## src/rtl/bcd_calendar_clock.sv

```systemverilog
module bcd_calendar_clock #(
  parameter int          VIEW_TICKS = 4,
  parameter logic [15:0] RST_YEAR   = 16'h2000
) (
  input  logic       clk,
  input  logic       rst,
  input  logic       tick,
  input  logic       ld_en,
  input  logic [2:0] ld_sel,
  input  logic [3:0] ld_hi,
  input  logic [3:0] ld_lo,
  output logic [3:0] sec_t,
  output logic [3:0] sec_u,
  output logic [3:0] min_t,
  output logic [3:0] min_u,
  output logic [3:0] hr_t,
  output logic [3:0] hr_u,
  output logic [3:0] day_t,
  output logic [3:0] day_u,
  output logic [3:0] mon_t,
  output logic [3:0] mon_u,
  output logic [3:0] yr_3,
  output logic [3:0] yr_2,
  output logic [3:0] yr_1,
  output logic [3:0] yr_0,
  output logic       leap,
  output logic       show_date
);
  localparam int VW = (VIEW_TICKS > 1) ? $clog2(VIEW_TICKS) : 1;

  logic [7:0] sec, mins, hrs, day, mon, ylo, yhi;
  logic [7:0] last_day, pair, ld_val;
  logic [VW-1:0] vcnt;

  function automatic logic [7:0] step(input logic [7:0] v, input logic wrap, input logic [7:0] first);
    if (wrap) return first;
    if (v[3:0] == 4'd9) return {v[7:4] + 4'd1, 4'd0};
    return {v[7:4], v[3:0] + 4'd1};
  endfunction

  assign ld_val = {ld_hi, ld_lo};

  wire ld_s  = ld_en && ld_sel == 3'd0;
  wire ld_m  = ld_en && ld_sel == 3'd1;
  wire ld_h  = ld_en && ld_sel == 3'd2;
  wire ld_d  = ld_en && ld_sel == 3'd3;
  wire ld_mo = ld_en && ld_sel == 3'd4;
  wire ld_yl = ld_en && ld_sel == 3'd5;
  wire ld_yh = ld_en && ld_sel == 3'd6;

  wire s_end  = sec  == 8'h59;
  wire m_end  = mins == 8'h59;
  wire h_end  = hrs  == 8'h23;
  wire d_end  = day  >= last_day;
  wire mo_end = mon  >= 8'h12;
  wire yl_end = ylo  == 8'h99;
  wire yh_end = yhi  == 8'h99;

  wire inc_m  = tick   && s_end  && !ld_s;
  wire inc_h  = inc_m  && m_end  && !ld_m;
  wire inc_d  = inc_h  && h_end  && !ld_h;
  wire inc_mo = inc_d  && d_end  && !ld_d;
  wire inc_yl = inc_mo && mo_end && !ld_mo;
  wire inc_yh = inc_yl && yl_end && !ld_yl;

  assign pair = (ylo == 8'h00) ? yhi : ylo;
  assign leap = ((pair[4] ? 2'd2 : 2'd0) + pair[1:0]) == 2'd0;

  always_comb begin
    case (mon)
      8'h02:                      last_day = leap ? 8'h29 : 8'h28;
      8'h04, 8'h06, 8'h09, 8'h11: last_day = 8'h30;
      default:                    last_day = 8'h31;
    endcase
  end

  always_ff @(posedge clk) begin
    if (rst) begin
      sec  <= 8'h00;
      mins <= 8'h00;
      hrs  <= 8'h00;
      day  <= 8'h01;
      mon  <= 8'h01;
      ylo  <= RST_YEAR[7:0];
      yhi  <= RST_YEAR[15:8];
    end else begin
      if (ld_s) sec <= ld_val;
      else if (tick) sec <= step(sec, s_end, 8'h00);
      if (ld_m) mins <= ld_val;
      else if (inc_m) mins <= step(mins, m_end, 8'h00);
      if (ld_h) hrs <= ld_val;
      else if (inc_h) hrs <= step(hrs, h_end, 8'h00);
      if (ld_d) day <= ld_val;
      else if (inc_d) day <= step(day, d_end, 8'h01);
      if (ld_mo) mon <= ld_val;
      else if (inc_mo) mon <= step(mon, mo_end, 8'h01);
      if (ld_yl) ylo <= ld_val;
      else if (inc_yl) ylo <= step(ylo, yl_end, 8'h00);
      if (ld_yh) yhi <= ld_val;
      else if (inc_yh) yhi <= step(yhi, yh_end, 8'h00);
    end
  end

  always_ff @(posedge clk) begin
    if (rst) begin
      vcnt      <= '0;
      show_date <= 1'b0;
    end else if (tick) begin
      if (vcnt == VW'(VIEW_TICKS - 1)) begin
        vcnt      <= '0;
        show_date <= !show_date;
      end else begin
        vcnt <= vcnt + 1'b1;
      end
    end
  end

  assign {sec_t, sec_u} = sec;
  assign {min_t, min_u} = mins;
  assign {hr_t, hr_u}   = hrs;
  assign {day_t, day_u} = day;
  assign {mon_t, mon_u} = mon;
  assign {yr_1, yr_0}   = ylo;
  assign {yr_3, yr_2}   = yhi;

  a_r2_hold: assert property (@(posedge clk) disable iff (rst)
    (!tick && !ld_en) |=> $stable({sec, mins, hrs, day, mon, ylo, yhi, show_date}));

  a_r3_sec_wrap: assert property (@(posedge clk) disable iff (rst)
    (tick && !ld_en && sec == 8'h59) |=> (sec == 8'h00));

  a_r4_midnight: assert property (@(posedge clk) disable iff (rst)
    (tick && !ld_en && {hrs, mins, sec} == 24'h235959) |=> ({hrs, mins, sec} == 24'h0 && day != $past(day)));

  a_r6_year_wrap: assert property (@(posedge clk) disable iff (rst)
    (tick && !ld_en && {yhi, ylo, mon, day, hrs, mins, sec} == 56'h9999_1231_235959)
    |=> ({yhi, ylo, mon, day} == 32'h0000_0101));

  a_r8_load_sec: assert property (@(posedge clk) disable iff (rst)
    (ld_en && ld_sel == 3'd0) |=> (sec == {$past(ld_hi), $past(ld_lo)}));

  a_r10_view_hold: assert property (@(posedge clk) disable iff (rst)
    !tick |=> $stable(show_date));
endmodule

```

## config.mk

```make
export PLATFORM = sky130hd
export DESIGN_NAME = bcd_calendar_clock
export DESIGN_NICKNAME = d
export VERILOG_FILES = /design/src/rtl/bcd_calendar_clock.sv
export SDC_FILE = /design/constraint.sdc
export NUM_CORES = 1
export LEC_CHECK = 0
export BUFFER_PORTS_ARGS = -buffer_cell sky130_fd_sc_hd__buf_2
export CORE_ASPECT_RATIO = 2
export CORE_MARGIN = 4
export CORE_UTILIZATION = 50
export CTS_CLUSTER_SIZE = 24
export DETAILED_ROUTE_END_ITERATION = 7
export PLACE_DENSITY = 0.73
export SETUP_SLACK_MARGIN = 0.05
export SKIP_LAST_GASP = 1
export SLEW_MARGIN = 20
export SYNTH_ARGS = -nofsm -noshare
export SYNTH_HDL_FRONTEND = slang
export SYNTH_SLANG_ARGS = --single-unit
```

## constraint.sdc

```tcl
create_clock -name clk -period 8.2 [get_ports clk]
set_input_delay 0 -clock clk [delete_from_list [all_inputs] [get_ports clk]]
set_output_delay 0 -clock clk [all_outputs]
set_load 0.1 [all_outputs]
```

==> results.sh <==
export IMPL_outcome="finished clean"
export IMPL_drt_first_pass_iters=5
export IMPL_yosys_most_used_dff="dfxtp_1"
export IMPL_fp_dieW_microns=73.68
export IMPL_worst_pin_slew_ns=0.7446
export IMPL_hp_class="in2reg"
export IMPL_synth_top_family_by_area="simple AND/OR/NAND/NOR gates"
export IMPL_p_leak_nw=2.035
export IMPL_ff_latch_area_sq_mm=0.001181
export IMPL_rsz0062_at_grt="false"
export IMPL_cts_setup_buffers=0
export IMPL_p_total_mw=0.8358
export IMPL_rows=47
export IMPL_grt_pass1_wl_microns=21160
export IMPL_wl_met1_microns=4903
export IMPL_filler_cell_count=770
export IMPL_period_needed_ns=3.722
export IMPL_synth_compound_area_share_pct=19.81
export IMPL_avgSynthCellArea_sq_um=8.034
export IMPL_synth_seq_cells=59
export IMPL_core_area_sq_mm=0.008351
export IMPL_drive_above_1_share_pct=19.13
export IMPL_slew_headroom_pct=50.36
export IMPL_final_cell_mix="72 x buf_2, 62 x nor2_1, 59 x dfxtp_1"
export IMPL_power_switching_mw=0.2651
export IMPL_routed_wl_microns=12850
export IMPL_io_buffers=72
export IMPL_drc_errors=0
export IMPL_area_delta_synth_final_pct=14.79
export IMPL_drt_iter0_drc=255
export IMPL_internal_power_mw=0.5707
export IMPL_clock_power_share_pct=45.2
export IMPL_synthDistinctLibCells=74
export IMPL_pwr_share_seq_pct=37.2
export IMPL_ant_nets=0
export IMPL_synth_nets=584
export IMPL_nNetsFinal=643
export IMPL_hold_viol=0
export IMPL_crit_type="reg2reg"
export IMPL_wl_met2_microns=6896
export IMPL_yosys_warnings=0
export IMPL_slew_violations=0
export IMPL_synthSimpleGateAreaFrac_pct=32.34
export IMPL_grt_overflow=0
export IMPL_viasPerCell=6.338
export IMPL_crit_fanout=12
export IMPL_synth_largest_area_cell="dfxtp_1"
export IMPL_yosysTopAreaCellShare_pct=27.38
export IMPL_power_density_mw_per_mm2=168.8
export IMPL_p_comb_share_pct=17.6
export IMPL_synthMuxAreaShare_pct=3.190
export IMPL_cts_buffers=9
export IMPL_arrival_ns=3.98
export IMPL_switching_share_pct=31.72
export IMPL_synthCells=537
export IMPL_crit_path_start_kind="flop"
export IMPL_synth_xor_area_share_pct=1.827
export IMPL_cp_required_ns=8.45
export IMPL_grt_util_all_layers_pct=26.06
export IMPL_fin_tns_setup_ns=0
export IMPL_first_global_vias=4363
export IMPL_ir_drop_mv=0.1369
export IMPL_clock_skew_ns=0.009114
export IMPL_initial_utilization_pct=51.66
export IMPL_synth_edf_count=0
export IMPL_final_common_cell="buf_2"
export IMPL_antennaDiodeCount=0
export IMPL_wl_met3_microns=502
export IMPL_cts_tree="done"
export IMPL_clkTransAtPathRegs_ns=0.06
export IMPL_place_gp_congestion=0.8475
export IMPL_ctsResizeCount=0
export IMPL_die_y_microns=139.4
export IMPL_top_layer="met4"
export IMPL_cp_end_kind="flop"
export IMPL_wl_per_cell_microns=18.38
export IMPL_holdBufCountCts=0
export IMPL_synthAdderAreaFrac_pct=9.281
export IMPL_yosys_top_cells_area="dfxtp_1 27%, ha_1 9.3%, nor2_1 5.4%"
export IMPL_max_cap_violations=0
export IMPL_pin_count=73
export IMPL_vias=4430
export IMPL_cts_root_buf="clkbuf_16"
export IMPL_finalSetupViolCount=0
export IMPL_max_freq_ghz=0.2687
export IMPL_htree_num_levels=3
export IMPL_multiInputGateArea_sq_mm=0.002873
export IMPL_antenna_found_initial=0
export IMPL_synthArstFlopShare_pct=0
export IMPL_clock_sinks=59
export IMPL_syn_cell_area_sq_mm=0.004314
export IMPL_min_period_over_period_pct=45.39
export IMPL_dp_hpwl_microns=9388
export IMPL_die_area_sq_mm=0.01027
export IMPL_clk_latency_ns=0.33
export IMPL_grt_max_degree=59
export IMPL_yosysSeqAreaShare_pct=27.38
export IMPL_cts_buffer_depth=2
power by group through the flow:
stage / clock network (mW) / registers, mW / logic, mW
floorplan: 0 / 0.375 / 0.0562
global placement: 0 / 0.316 / 0.145
detailed placement: 0 / 0.316 / 0.146
CTS: 0.383 / 0.310 / 0.147
global route: 0.399 / 0.313 / 0.156
finish: 0.378 / 0.311 / 0.147
sequential cells by signal, summed over array words and instances (netlist names):
name / cells
day: 8
hrs: 8
mins: 8
mon: 8
sec: 8
yhi: 8
ylo: 8
vcnt: 2
show_date: 1
through the flow:
step | instance area, sq um | setup slack, ns | utilization, % | hold WS, ns | cells
after floorplan | 4314 | 3.961 | - | 0.1197 | 537
after global placement | 4657 | 4.668 | 55.77 | 0.3557 | 683
after detailed placement | 4657 | 4.546 | 55.77 | 0.3677 | 683
after CTS | 4952 | 4.543 | 59.30 | 0.01773 | 699
after global routing | 4952 | 4.094 | 59.30 | 0.02553 | 699
final | 4952 | 4.478 | 59.30 | 0.02855 | 699
area by class of cell:
type	count	area share (%)
clock buffers	11	4.901
clock inverters	5	1.061
inverters	26	1.971
multi-input cells	425	58.01
flip-flops and latches	59	23.85
well taps	98	2.476
repair buffers	75	7.731
cells by family after synthesis:
group / Yosys count
AND/OR/NAND/NOR: 248
multiplexers: 13
buffers and inverters: 53
flip-flops: 59
adder cells (fa/ha/maj): 32
XOR/XNOR: 9
AO/OA/AOI/OAI: 123
worst max-delay path, cell delays in order, from the launching register on:
cell	delay, ns
dfxtp_1	0.51
nor4bb_1	0.63
nand2_1	0.10
o21ai_0	0.10
a21oi_1	0.09
ha_1	0.27
nor4b_1	0.38
o221ai_1	0.43
nor3_1	0.50
or4b_1	0.47
a31oi_1	0.17
path summary, 6_finish.rpt:
kind,from,endpoint,slack (ns),depth (start not counted)
max,mon[0],day[2],4.48,10
min,ld_hi[2],mon[6],0.03,3
max reg2reg,mon[0],day[2],4.48,10
min reg2reg,day[7],day[7],0.51,2
synth_stat cells (all sizes together) (6+ instances only):
| master | n |
|---|---|
| a21oi | 22 |
| nand3b | 9 |
| and3b | 7 |
| a31oi | 18 |
| nand2b | 6 |
| and3 | 6 |
| mux2i | 7 |
| a211oi | 11 |
| inv | 26 |
| clkbuf | 22 |
| nand4 | 10 |
| o21ai | 22 |
| or4 | 10 |
| o211ai | 7 |
| a22oi | 6 |
| nand2 | 43 |
| nand3 | 30 |
| mux2 | 6 |
| dfxtp | 59 |
| nor4 | 6 |
| nor2 | 62 |
| nor3 | 23 |
| xor2 | 6 |
| ha | 32 |
layer usage:
layer  global-route usage [%]  vias to the layer above
met5                        0                        -
met4                    13.66                        0
met3                    4.332                       42
met2                    45.83                      136
met1                    28.65                     2128
li1                         -                     2124
(Power assumes the default switching activity.)
